## src/rtl/ipx_pkg.sv

```systemverilog
package ipx_pkg;

    localparam int LEN_W  = 16;
    localparam int SUM_W  = 24;
    localparam int CODE_W = 8;

    localparam logic [7:0] PROTO_TCP  = 8'd6;
    localparam logic [7:0] PROTO_UDP  = 8'd17;
    localparam logic [7:0] NH_FRAG    = 8'd44;
    localparam logic [16:0] V6_HDR    = 17'd40;
    localparam logic [16:0] TCP_MIN   = 17'd20;
    localparam logic [16:0] UDP_MIN   = 17'd8;

    typedef struct packed {
        logic [3:0]       ver;
        logic [3:0]       ihl;
        logic [LEN_W-1:0] len;
        logic [15:0]      fraginfo;
        logic [7:0]       hop;
        logic [7:0]       proto;
        logic [SUM_W-1:0] csum;
        logic [15:0]      sport;
        logic [15:0]      dport;
        logic [15:0]      ulen;
        logic [7:0]       tflags;
        logic [LEN_W-1:0] flen;
    } hdr_t;

    typedef struct packed {
        logic              is_v6;
        logic              frag;
        logic              l4;
        logic              ip_exc;
        logic              l4_err;
        logic [CODE_W-1:0] code;
    } res_t;

    function automatic logic [CODE_W-1:0] tcp_flag_code(logic [7:0] f);
        logic [CODE_W-1:0] c;
        c = '0;
        if (f[5:0] == 6'b000001)      c = 8'd8;
        else if (f[5:0] == 6'b000000) c = 8'd9;
        else if (f[0] && f[2])        c = 8'd10;
        else if (f[1] && f[5])        c = 8'd11;
        else if (f[1] && f[2])        c = 8'd12;
        else if (f[1] && f[0])        c = 8'd13;
        return c;
    endfunction

    function automatic res_t classify(hdr_t h);
        res_t              r;
        logic              v4, v6, hdr_ok, csum_ok, parsed, tcp, udp;
        logic [16:0]       hlen, stated, avail, need;
        logic [16:0]       s1;
        logic [15:0]       s2;
        logic [CODE_W-1:0] ipc, l4c;
        r      = '0;
        v4     = (h.ver == 4'd4);
        v6     = (h.ver == 4'd6);
        hlen   = v4 ? {11'd0, h.ihl, 2'b00} : V6_HDR;
        stated = v4 ? {1'b0, h.len} : ({1'b0, h.len} + V6_HDR);
        hdr_ok = ({1'b0, h.flen} >= hlen) && !(v4 && (h.ihl < 4'd5));
        s1     = {1'b0, h.csum[15:0]} + {9'd0, h.csum[23:16]};
        s2     = s1[15:0] + {15'd0, s1[16]};
        csum_ok = (s2 == 16'hFFFF);
        ipc = '0;
        if (!(v4 || v6))                     ipc = 8'd1;
        else if (!hdr_ok)                    ipc = 8'd3;
        else if (v4 && !csum_ok)             ipc = 8'd2;
        else if ({1'b0, h.flen} < stated)    ipc = 8'd4;
        else if (h.hop == 8'd0)              ipc = 8'd5;
        else if (v4 && (h.ihl > 4'd5))       ipc = 8'd6;
        parsed   = (v4 || v6) && hdr_ok;
        r.is_v6  = v6;
        r.ip_exc = (ipc != '0);
        r.frag   = parsed && (v4 ? (h.fraginfo[13] || (h.fraginfo[12:0] != 13'd0))
                                 : (h.proto == NH_FRAG));
        tcp      = parsed && (h.proto == PROTO_TCP);
        udp      = parsed && (h.proto == PROTO_UDP);
        r.l4     = tcp || udp;
        avail    = (stated > hlen) ? (stated - hlen) : 17'd0;
        need     = tcp ? TCP_MIN : UDP_MIN;
        l4c = '0;
        if (!r.ip_exc && !r.frag && r.l4) begin
            if (avail < need)                              l4c = 8'd1;
            else if (udp && ({1'b0, h.ulen} > avail))      l4c = 8'd3;
            else if ((h.sport == 16'd0) || (h.dport == 16'd0)) l4c = 8'd4;
            else if (tcp)                                  l4c = tcp_flag_code(h.tflags);
        end
        r.l4_err = (l4c != '0);
        r.code   = r.ip_exc ? ipc : l4c;
        return r;
    endfunction

endpackage

```

## src/rtl/ipx_hdr_capture.sv

```systemverilog
module ipx_hdr_capture
    import ipx_pkg::*;
(
    input  logic             clk,
    input  logic             rst,
    input  logic             in_valid,
    input  logic [7:0]       in_data,
    input  logic             in_last,
    input  logic [LEN_W-1:0] frame_len,
    output hdr_t             hdr_nxt,
    output logic             fire
);
    localparam logic [LEN_W-1:0] IDX_MAX = '1;

    logic [LEN_W-1:0] idx_q;
    hdr_t             hdr_q;
    hdr_t             h;
    logic [LEN_W-1:0] l4off;
    logic [LEN_W-1:0] rel;
    logic [LEN_W-1:0] v4hlen;
    logic             sof;

    assign sof = (idx_q == '0);

    always_comb begin
        h      = sof ? '0 : hdr_q;
        l4off  = '0;
        rel    = '0;
        v4hlen = '0;
        if (in_valid) begin
            if (sof) begin
                h.flen = frame_len;
                h.ver  = in_data[7:4];
                h.ihl  = in_data[3:0];
            end
            v4hlen = {{(LEN_W-6){1'b0}}, h.ihl, 2'b00};
            if (h.ver == 4'd4) begin
                case (idx_q)
                    16'd2, 16'd3: h.len      = {h.len[7:0], in_data};
                    16'd6, 16'd7: h.fraginfo = {h.fraginfo[7:0], in_data};
                    16'd8:        h.hop      = in_data;
                    16'd9:        h.proto    = in_data;
                    default: ;
                endcase
                if (idx_q < v4hlen)
                    h.csum = h.csum + (idx_q[0] ? {16'd0, in_data} : {8'd0, in_data, 8'd0});
            end else if (h.ver == 4'd6) begin
                case (idx_q)
                    16'd4, 16'd5: h.len   = {h.len[7:0], in_data};
                    16'd6:        h.proto = in_data;
                    16'd7:        h.hop   = in_data;
                    default: ;
                endcase
            end
            l4off = (h.ver == 4'd4) ? v4hlen : 16'd40;
            if ((idx_q >= 16'd20) && (idx_q >= l4off)) begin
                rel = idx_q - l4off;
                case (rel)
                    16'd0, 16'd1: h.sport  = {h.sport[7:0], in_data};
                    16'd2, 16'd3: h.dport  = {h.dport[7:0], in_data};
                    16'd4, 16'd5: h.ulen   = {h.ulen[7:0], in_data};
                    16'd13:       h.tflags = in_data;
                    default: ;
                endcase
            end
        end
    end

    always_ff @(posedge clk) begin
        if (rst) begin
            idx_q <= '0;
            hdr_q <= '0;
        end else if (in_valid) begin
            hdr_q <= h;
            if (in_last)             idx_q <= '0;
            else if (idx_q != IDX_MAX) idx_q <= idx_q + 1'b1;
        end
    end

    assign hdr_nxt = h;
    assign fire    = in_valid && in_last;

endmodule

```

## src/rtl/ipx_classify.sv

```systemverilog
module ipx_classify
    import ipx_pkg::*;
(
    input  hdr_t hdr,
    output res_t res
);
    always_comb res = classify(hdr);
endmodule

```

## src/rtl/ipl4_exc_classifier.sv

```systemverilog
module ipl4_exc_classifier
    import ipx_pkg::*;
(
    input  logic             clk,
    input  logic             rst,
    input  logic             in_valid,
    input  logic [7:0]       in_data,
    input  logic             in_last,
    input  logic [LEN_W-1:0] frame_len,
    output logic             res_valid,
    output logic             res_is_v6,
    output logic             res_frag,
    output logic             res_l4,
    output logic             res_ip_exc,
    output logic             res_l4_err,
    output logic [CODE_W-1:0] res_code
);
    hdr_t hdr_nxt;
    logic fire;
    res_t res_c;
    res_t res_q;
    logic vld_q;

    ipx_hdr_capture u_cap (
        .clk       (clk),
        .rst       (rst),
        .in_valid  (in_valid),
        .in_data   (in_data),
        .in_last   (in_last),
        .frame_len (frame_len),
        .hdr_nxt   (hdr_nxt),
        .fire      (fire)
    );

    ipx_classify u_cls (
        .hdr (hdr_nxt),
        .res (res_c)
    );

    always_ff @(posedge clk) begin
        if (rst) begin
            vld_q <= 1'b0;
            res_q <= '0;
        end else begin
            vld_q <= fire;
            if (fire) res_q <= res_c;
        end
    end

    assign res_valid  = vld_q;
    assign res_is_v6  = res_q.is_v6;
    assign res_frag   = res_q.frag;
    assign res_l4     = res_q.l4;
    assign res_ip_exc = res_q.ip_exc;
    assign res_l4_err = res_q.l4_err;
    assign res_code   = res_q.code;

endmodule

```

## config.mk

```make
export PLATFORM = sky130hd
export DESIGN_NAME = ipl4_exc_classifier
export DESIGN_NICKNAME = d
export VERILOG_FILES = /design/src/rtl/ipx_pkg.sv /design/src/rtl/ipx_hdr_capture.sv /design/src/rtl/ipx_classify.sv /design/src/rtl/ipl4_exc_classifier.sv
export SDC_FILE = /design/constraint.sdc
export NUM_CORES = 1
export LEC_CHECK = 0
export BUFFER_PORTS_ARGS = -buffer_cell sky130_fd_sc_hd__buf_2
export CAP_MARGIN = 30
export CORE_AREA = 2 2 165 167
export DETAILED_ROUTE_END_ITERATION = 8
export DIE_AREA = 0 0 167 169
export PLACE_DENSITY = 0.68
export SYNTH_ARGS = -nofsm -noshare
export SYNTH_HDL_FRONTEND = slang
export SYNTH_HIERARCHICAL = 1
export SYNTH_SLANG_ARGS = --single-unit
```

## constraint.sdc

```tcl
create_clock -name clk -period 8.53 [get_ports clk]
set_input_delay 0 -clock clk [delete_from_list [all_inputs] [get_ports clk]]
set_output_delay 0 -clock clk [all_outputs]
set_load 0.02 [all_outputs]
```

==> impl_metrics.json, run 1 <==
{
  "cp.required_ps": 8850,
  "route.detailed.wl_per_inst_um": 18.8,
  "fmax_mhz": 126,
  "master_cell_of_the_clock_root_buffer": "sky130_fd_sc_hd__clkbuf_16",
  "avgViaCountPerCell": 6.13,
  "grt_antenna_before_repair": 0,
  "grt_first_pass_wirelength_mm": 63.1,
  "num-nets-final": 1855,
  "timing.max_cap.violations": 0,
  "layout_commonest_cell": "sky130_fd_sc_hd__nand2_1",
  "report.final.setup_viol": 0,
  "post-cts-setup-buffer-count": 0,
  "fin_setup_tns_ps": 0,
  "fp.dieW_um": 167,
  "die_area_um2": 28200,
  "layout_common_cells": "366 x sky130_fd_sc_hd__nand2_1, 178 x sky130_fd_sc_hd__dfxtp_1, 111 x sky130_fd_sc_hd__a21oi_1",
  "via_count_of_the_first_global_routing_pass": 11971,
  "multi_input_area_um2": 9130,
  "seqCellArea_um2": 3560,
  "effective_utilization_at_floorplan": 0.504,
  "cts_num_sinks": 178,
  "vdd_ir_drop_max_v": 0.000110,
  "tritoncts.num_buffers": 17,
  "worst_skew_pair_later_pin_latency_ps": 440,
  "global_route.usage.total": 0.276,
  "initial_detailed_routing_violation_count": 1155,
  "grt_max_degree": 66,
  "status": "complete, no violations",
  "critPathMaxStageDelay_ps": 590,
  "antenna_cells": 0,
  "drcViolationCount": 0,
  "vias": 12880,
  "yosys_warnings": 6,
  "port_buffers": 41,
  "combined_area_of_all_synthesized_cells_um2": 13400,
  "cts_tree": "yes",
  "power.share.combinational": 0.159,
  "hold_viol_final": 0,
  "design_internal_power_uw": 1340,
  "endpoint_kind_of_the_worst_setup_timing_path": "register",
  "holdCritPathClass": "primary input to register",
  "fp.dieH_um": 169,
  "critical_path_class": "register to register",
  "critical_path.startpoint_type": "register",
  "worstPathArrival_ps": 8280,
  "power_switching_uw": 600,
  "hpwlAfterDp_mm": 28.2,
  "final_period_demand_of_the_worst_path_ps": 7970,
  "drt_pass1_iterations": 5,
  "grt_remaining_overflow": 0,
  "clkTransAtPathRegs_ps": 80,
  "core-area_um2": 26500,
  "syn-instance-count": 1743,
  "rsz0062_at_grt": "no",
  "worst_clock_skew_ps": 20.9,
  "postRouteWirelength_mm": 39.6,
  "final.period_utilization": 0.934,
  "final.fill_count": 2566,
  "cellPowerDensity_nw_per_um2": 134,
  "max_slew_margin": 0.287,
  "cts_max_path_buffers": 2,
  "globalplace.congestion": 0.970,
  "crit_path_most_repeated_cell": "sky130_fd_sc_hd__nor2_1",
  "syn_to_final_growth_pct": 8.46,
  "power_frac_clock": 0.404,
  "design_power_total_uw": 1940,
  "final_layout_size_suffix_gt1_frac": 0.0898,
  "final_max_slew_viol_count": 0,
  "route.antenna.remaining_nets": 0,
  "synth.avg_cell_area_um2": 7.67,
  "power_frac_seq": 0.437,
  "power_leakage_uw": 0.00625,
  "slowest_stage_cell_crit_path": "sky130_fd_sc_hd__or4_4",
  "top_level_ports": 42,
  "h-tree-depth": 4,
  "switching_share": 0.309,
  "path_max_fanout": 17,
  "rows": 60,
  "worstMarginPinSlew_ps": 1060
}
-- per-stage QoR --
stage | area [um^2] | instances | setup WS (ps) | hold slack [ps] | util
2_1_floorplan | 13400 | 1746 | 1590 | 71.6 | -
3_3_place_gp | 13700 | 2047 | 678 | 268 | 0.516
3_5_place_dp | 13700 | 2047 | 662 | 274 | 0.516
4_1_cts | 14500 | 2100 | 609 | 3.73 | 0.546
5_1_grt | 14500 | 2100 | 2.73 | 32.6 | 0.547
6_report | 14500 | 2100 | 564 | 21.1 | 0.547
-- layout make-up --
cell class                      count  area share
Inverter                           52      0.0144
Sequential cell                   178       0.246
Timing Repair Buffer               84      0.0400
Multi-Input combinational cell   1413       0.630
Clock inverter                     13     0.00975
Tap cell                          341      0.0294
Clock buffer                       19      0.0306
-- layer usage --
| metal | global-route usage | share of wire | routed length [um] | up-vias |
|---|---|---|---|---|
| met5 | 0 | 0 | 0 | - |
| met4 | 0.105 | 0.034 | 1350 | 0 |
| met3 | 0.0353 | 0.055 | 2190 | 67 |
| met2 | 0.452 | 0.45 | 18000 | 437 |
| met1 | 0.371 | 0.46 | 18100 | 6106 |
| li1 | - | - | - | 6270 |
-- critical path: cells and delay by family, from the launching register on --
kind	cells	cell delay, ps
muxes	1	130
and+or+nand+nor	13	3450
xor gates and xnor gates	1	110
DFF	1	400
AOI/OAI and AO/OA	11	2760
adders and majority gates	3	990
-- sequential cells by signal, indices dropped and copies added, names as in the netlist --
signal       cells
u_cap/hdr_q    148
u_cap/idx_q     16
res_code         8
res_frag         1
res_ip_exc       1
res_is_v6        1
res_l4           1
res_l4_err       1
res_valid        1
-- final timing paths --
| check | startpoint | endpoint | slack (ps) | cells after the start |
|---|---|---|---|---|
| worst max-delay path | u_cap/idx_q[6]$_SDFFE_PP0P_ | res_code[0]$_SDFFE_PP0P_ | 560 | 29 |
| worst min-delay path | in_data[2] | u_cap/hdr_q[18]$_SDFFE_PP0P_ | 20 | 3 |
| worst min register to register | u_cap/hdr_q[2]$_SDFFE_PP0P_ | u_cap/hdr_q[2]$_SDFFE_PP0P_ | 460 | 2 |
| worst max register to register | u_cap/idx_q[6]$_SDFFE_PP0P_ | res_code[0]$_SDFFE_PP0P_ | 560 | 29 |
-- timing repair --
action                     in CTS  in global routing
setup endpoints to repair       0                  5
hold buffers                   21                  0
resized for setup               0                  5
hold endpoints to repair       23                  0
-- power by group through the flow --
stage	Combinational [uW]	Sequential [uW]	Clock (uW)
floorplan	208	869	0
CTS	302	848	796
detailed placement	294	867	0
finish	309	848	785
global placement	290	867	0
global route	335	849	827
Power figures use the tool's default switching activity.
==> run 2, diff against run 1 <==
Settings changed: CORE_AREA 2 2 165 167 to 2 2 163 165, DIE_AREA 0 0 167 169 to 0 0 165 167, MAX_ROUTING_LAYER set to met4, SYNTH_HIERARCHICAL 1 to unset.
==> run 2 against run 1 <==
Register-to-register slack is essentially flat. Flip-flop and latch count fell by 4. Clock power up 9.6%. Hold slack improved by 27 ps. Critical path type unchanged. Critical endpoint unchanged. Largest cell class unchanged.
==> impl_metrics.json, run 2 <==
{
  "cts_tree": "yes",
  "critical_path.startpoint": "u_cap.idx_q[10]$_SDFFE_PP0P_",
  "rows": 59,
  "critical_path.endpoint": "res_code[0]$_SDFFE_PP0P_",
  "grt_max_degree": 91,
  "tritoncts.num_buffers": 17,
  "master_cell_of_the_clock_root_buffer": "sky130_fd_sc_hd__clkbuf_16",
  "yosys_warnings": 0,
  "endpoint_kind_of_the_worst_setup_timing_path": "register",
  "ff2ff_setup_slack_ps": 580,
  "power_leakage_uw": 0.00552,
  "hpwlAfterDp_mm": 28.9,
  "global_route.usage.total": 0.307,
  "hold_viol_final": 0,
  "crit_path_most_repeated_cell": "sky130_fd_sc_hd__ha_1",
  "cp.required_ps": 8900,
  "final_period_demand_of_the_worst_path_ps": 7950,
  "via_count_of_the_first_global_routing_pass": 12526,
  "ys_seq_elements": 174,
  "cellPowerDensity_nw_per_um2": 137,
  "clkTransAtPathRegs_ps": 90,
  "postSynth.topFlopCell": "sky130_fd_sc_hd__dfxtp_1",
  "synth.top_cells.by_area": "sky130_fd_sc_hd__dfxtp_1 26%, sky130_fd_sc_hd__nand2_1 8.0%, sky130_fd_sc_hd__ha_1 6.8%",
  "synth.avg_cell_area_um2": 7.35,
  "drt_pass1_iterations": 6,
  "route.detailed.wl_per_inst_um": 19.2,
  "final.fill_count": 2438,
  "largest_reg_by_ff_count": "u_cap.hdr_q",
  "report.final.setup_viol": 0,
  "grt_antenna_before_repair": 0,
  "critPathMaxStageDelay_ps": 600,
  "worst_skew_pair_later_pin_latency_ps": 460,
  "drcViolationCount": 0,
  "port_buffers": 37,
  "grt_remaining_overflow": 0,
  "postRouteWirelength_mm": 41.2,
  "layout_commonest_cell": "sky130_fd_sc_hd__nand2_1",
  "synth_area_leader_cell": "sky130_fd_sc_hd__dfxtp_1",
  "timing.max_cap.violations": 0,
  "worst_clock_skew_ps": 14.8,
  "ys_types": 87,
  "antenna_cells": 0,
  "synthTopCellsByCount": "283 x sky130_fd_sc_hd__nand2_1, 211 x sky130_fd_sc_hd__nor2_1, 174 x sky130_fd_sc_hd__dfxtp_1",
  "globalplace.congestion": 0.988,
  "fmax_mhz": 126,
  "effective_utilization_at_floorplan": 0.514,
  "vias": 13473,
  "cts_num_sinks": 174,
  "num-nets-final": 1901,
  "layout_setup_ws_ps": 575,
  "final_cell_count_no_fill": 2145,
  "final_max_slew_viol_count": 0,
  "fp.dieW_um": 165,
  "final_layout_size_suffix_gt1_frac": 0.0862,
  "critical_path_class": "register to register",
  "syn-instance-count": 1802,
  "critical_path.startpoint_type": "register",
  "r2r.worst_path.cells": 34,
  "placedCellCount": 2092,
  "die_area_um2": 27600,
  "slowest_stage_cell_crit_path": "sky130_fd_sc_hd__a211oi_1",
  "worstMarginPinSlew_ps": 1010,
  "reg2reg_from": "u_cap.idx_q[10]$_SDFFE_PP0P_",
  "hold-worst-slack_ps": 47.8,
  "vdd_ir_drop_max_v": 0.000111,
  "layout_common_cells": "283 x sky130_fd_sc_hd__nand2_1, 210 x sky130_fd_sc_hd__nor2_1, 174 x sky130_fd_sc_hd__dfxtp_1",
  "worstReg2RegEnd": "res_code[0]$_SDFFE_PP0P_",
  "netlist.area_leader.share": 0.263,
  "final.period_utilization": 0.933,
  "initial_detailed_routing_violation_count": 1296,
  "holdCritPathClass": "primary input to register",
  "combined_area_of_all_synthesized_cells_um2": 13200,
  "synth.yosys.seq_area_share": 0.263,
  "h-tree-depth": 4,
  "synth_async_sr_flop_share": 0,
  "max_slew_margin": 0.323,
  "top_level_ports": 42,
  "fp.dieH_um": 167,
  "path_max_fanout": 13,
  "status": "complete, no violations",
  "synth-edff-count": 0,
  "largest_register_ffs": 148,
  "grt_first_pass_wirelength_mm": 65.7,
  "syn_to_final_growth_pct": 9.81,
  "pre_cts_ws_ps": -22.5,
  "avgViaCountPerCell": 6.28,
  "cts_max_path_buffers": 2,
  "route.antenna.remaining_nets": 0,
  "core-area_um2": 25800,
  "worstPathArrival_ps": 8330,
  "yosysMostFrequentCell": "sky130_fd_sc_hd__nand2_1"
}
run 2: cells by family after synthesis:
logic type      synth area share
simple gates               0.292
compound gates             0.241
flops                      0.263
buf+inv                   0.0489
fa+ha+maj                 0.0741
xor+xnor                  0.0450
mux                       0.0358
other cells             0.000283
run 2: area by class of cell:
class | instances | area, um^2 | area share
clock inverters | 15 | 224 | 0.0154
clock buffers | 17 | 425 | 0.0293
well taps | 335 | 419 | 0.0288
flip-flops and latches | 174 | 3480 | 0.240
inverters | 40 | 151 | 0.0104
repair buffers | 93 | 656 | 0.0451
multi-input cells | 1471 | 9180 | 0.631
run 2: where the power goes:
group / leakage (uW) / switching (uW) / internal, uW
Clock: 0.000309 / 447 / 414
Sequential: 0.00141 / 9.55 / 822
Combinational: 0.00380 / 202 / 98.9
Total: 0.00552 / 658 / 1330
run 2: per-layer routing:
layer  up-vias  part of all wire  track usage
li1       6479                 -            -
met1      6384              0.43        0.384
met2       511              0.48        0.495
met3        99             0.064       0.0521
met4         0             0.030        0.108
met5         -                 0            -
run 2: timing repair:
| item | in CTS | in global routing |
|---|---|---|
| gates resized for setup | 1 | 8 |
| endpoints found under the hold margin | 20 | 0 |
| setup buffers | 0 | 2 |
| endpoints found under the setup margin | 5 | 6 |
| pin swaps | 0 | 1 |
| hold buffers | 19 | 0 |
run 2: how the worst min path moves through the flow:
stage                        from  slack, ps                      endpoint  cells past startpoint
floorplan           frame_len[12]        140  u_cap.hdr_q[12]$_SDFFE_PP0P_                      2
global placement    frame_len[12]        250  u_cap.hdr_q[12]$_SDFFE_PP0P_                      3
detailed placement  frame_len[12]        260  u_cap.hdr_q[12]$_SDFFE_PP0P_                      3
CTS                      in_valid          1   u_cap.hdr_q[7]$_SDFFE_PP0P_                      3
global route             in_valid         70   u_cap.hdr_q[7]$_SDFFE_PP0P_                      3
finish                   in_valid         50   u_cap.hdr_q[7]$_SDFFE_PP0P_                      3
run 2: through the flow:
| stage | setup TNS, ps | util | total power, uW | cell area, um^2 |
|---|---|---|---|---|
| finish | 0 | 0.564 | 1990 | 14500 |
| global route | -5.50 | 0.564 | 2060 | 14500 |
| CTS | 0 | 0.563 | 1990 | 14500 |
| detailed placement | -33.8 | 0.530 | 1130 | 13600 |
| global placement | 0 | 0.529 | 1130 | 13600 |
| floorplan | 0 | - | 1050 | 13300 |
run 2: worst max-delay path, delay by kind of cell (launching register included):
kind | cells | cell delay [ps]
xor+xnor | 1 | 140
simple gates | 16 | 3350
flops | 1 | 370
compound gates | 12 | 2600
buf+inv | 1 | 190
fa+ha+maj | 4 | 1200
==> run 3, diff against run 2 <==
Settings changed: CORE_AREA 2 2 163 165 to 2 2 134 201, DIE_AREA 0 0 165 167 to 0 0 136 203.
==> run 3 against run 2 <==
Critical path depth increased by 1. Global-route usage is 1.5 points higher. Critical endpoint is now res_l4_err$_SDFFE_PP0P_. Total power is 4.9% lower. Utilization down 0.19 points.
==> impl_metrics.json, run 3 (synthesis gave the netlist of run 2 again) <==
{
  "placedCellCount": 2094,
  "final_period_demand_of_the_worst_path_ps": 8260,
  "layout_commonest_cell": "sky130_fd_sc_hd__nand2_1",
  "final.period_utilization": 0.969,
  "worstPathArrival_ps": 8610,
  "pre_cts_ws_ps": 180,
  "syn_to_final_growth_pct": 9.44,
  "critical_path.startpoint_type": "register",
  "core-area_um2": 25800,
  "cellPowerDensity_nw_per_um2": 131,
  "grt_max_degree": 85,
  "critical_path_class": "register to register",
  "global_route.usage.total": 0.321,
  "endpoint_kind_of_the_worst_setup_timing_path": "register",
  "layout_setup_ws_ps": 267,
  "status": "complete, no violations",
  "report.final.setup_viol": 0,
  "grt_antenna_before_repair": 1,
  "via_count_of_the_first_global_routing_pass": 12972,
  "postRouteWirelength_mm": 43.1,
  "avgViaCountPerCell": 6.40,
  "reg2reg_from": "u_cap.idx_q[0]$_SDFFE_PP0P_",
  "initial_detailed_routing_violation_count": 1238,
  "r2r.worst_path.cells": 35,
  "clkTransAtPathRegs_ps": 70,
  "cts_tree": "yes",
  "largest_register_ffs": 148,
  "top_level_ports": 42,
  "design_area_um2": 14500,
  "h-tree-depth": 4,
  "post_dp_cell_area_um2": 13700,
  "hold_viol_final": 0,
  "worst_clock_skew_ps": 15.4,
  "timing.max_cap.violations": 0,
  "route.antenna.remaining_nets": 0,
  "final_cell_count_no_fill": 2151,
  "vias": 13759,
  "drcViolationCount": 0,
  "crit_path_most_repeated_cell": "sky130_fd_sc_hd__o21a_1",
  "grt_remaining_overflow": 0,
  "ff2ff_setup_slack_ps": 270,
  "critPathMaxStageDelay_ps": 730,
  "final_layout_size_suffix_gt1_frac": 0.0897,
  "grt_first_pass_wirelength_mm": 67.6,
  "die_area_um2": 27600,
  "largest_reg_by_ff_count": "u_cap.hdr_q",
  "critical_path.endpoint": "res_l4_err$_SDFFE_PP0P_",
  "power_leakage_uw": 0.00552,
  "num-nets-final": 1909,
  "vdd_ir_drop_max_v": 0.000154,
  "final_max_slew_viol_count": 0,
  "path_max_fanout": 39,
  "hpwlAfterDp_mm": 30.9,
  "layout_common_cells": "283 x sky130_fd_sc_hd__nand2_1, 211 x sky130_fd_sc_hd__nor2_1, 174 x sky130_fd_sc_hd__dfxtp_1",
  "slowest_stage_cell_crit_path": "sky130_fd_sc_hd__or4_1",
  "tritoncts.num_buffers": 17,
  "route.detailed.wl_per_inst_um": 20.0,
  "fmax_mhz": 121,
  "globalplace.congestion": 0.997,
  "port_buffers": 37,
  "max_slew_margin": 0.287,
  "worstMarginPinSlew_ps": 1060,
  "master_cell_of_the_clock_root_buffer": "sky130_fd_sc_hd__clkbuf_16",
  "drt_pass1_iterations": 6,
  "cp.required_ps": 8870,
  "critical_path.startpoint": "u_cap.idx_q[0]$_SDFFE_PP0P_",
  "fp.dieW_um": 136,
  "cts_num_sinks": 174,
  "final.fill_count": 2514,
  "worst_skew_pair_later_pin_latency_ps": 460,
  "holdCritPathClass": "primary input to register",
  "fp.dieH_um": 203,
  "worstReg2RegEnd": "res_l4_err$_SDFFE_PP0P_",
  "rows": 72,
  "cts_max_path_buffers": 2,
  "effective_utilization_at_floorplan": 0.514
}
==> run 3: worst min path at each step <==
stage,slack [ps],depth (start not counted),endpoint,startpoint
2_1_floorplan,140,2,u_cap.hdr_q[12]$_SDFFE_PP0P_,frame_len[12]
3_3_place_gp,250,3,u_cap.hdr_q[6]$_SDFFE_PP0P_,frame_len[6]
3_5_place_dp,260,3,u_cap.hdr_q[6]$_SDFFE_PP0P_,frame_len[6]
4_1_cts,80,2,u_cap.hdr_q[52]$_SDFFE_PP0P_,rst
5_1_grt,110,2,u_cap.hdr_q[64]$_SDFFE_PP0P_,rst
6_report,90,2,u_cap.hdr_q[52]$_SDFFE_PP0P_,rst
==> run 3: what timing repair did <==
action | CTS | global route
hold buffers | 18 | 0
endpoints found under the setup margin | 0 | 6
buffers inserted | 0 | 6
endpoints found under the hold margin | 20 | 0
gates resized for setup | 0 | 9
==> run 3: metal layers <==
metal | GRT usage | up-vias | share of wire
met1 | 0.350 | 6498 | 0.39
met3 | 0.0529 | 177 | 0.056
met5 | - | - | 0
met4 | 0.207 | 0 | 0.066
met2 | 0.535 | 562 | 0.49
li1 | - | 6522 | -
==> run 3: cell type report <==
type / instances / area, um^2 / area share
diodes: 1 / 2.50 / 0.000173
clock buffers: 19 / 443 / 0.0306
clock inverters: 12 / 104 / 0.00717
inverters: 40 / 151 / 0.0104
multi-input cells: 1471 / 9180 / 0.633
flip-flops and latches: 174 / 3480 / 0.240
well taps: 333 / 417 / 0.0288
repair buffers: 101 / 713 / 0.0492
==> run 3: report_power, final <==
| group | switching (uW) | internal [uW] | leakage [uW] |
|---|---|---|---|
| logic | 206 | 101 | 0.00384 |
| clock network | 367 | 388 | 0.000275 |
| registers | 9.90 | 823 | 0.00141 |
==> run 3: critical path, delay by kind of cell, from the launching register on <==
family,cells,cell delay [ps]
flops,1,350
fa+ha+maj,4,1170
buf+inv,6,1420
simple gates,10,2700
compound gates,15,2520
==> run 3: through the flow <==
step	util	setup TNS, ps	power, uW	hold slack [ps]
floorplan	-	0	1050	136
global placement	0.530	0	1140	252
detailed placement	0.531	0	1140	264
CTS	0.559	0	1900	84.4
global route	0.562	-4.32	1960	113
finish	0.562	0	1890	87.7
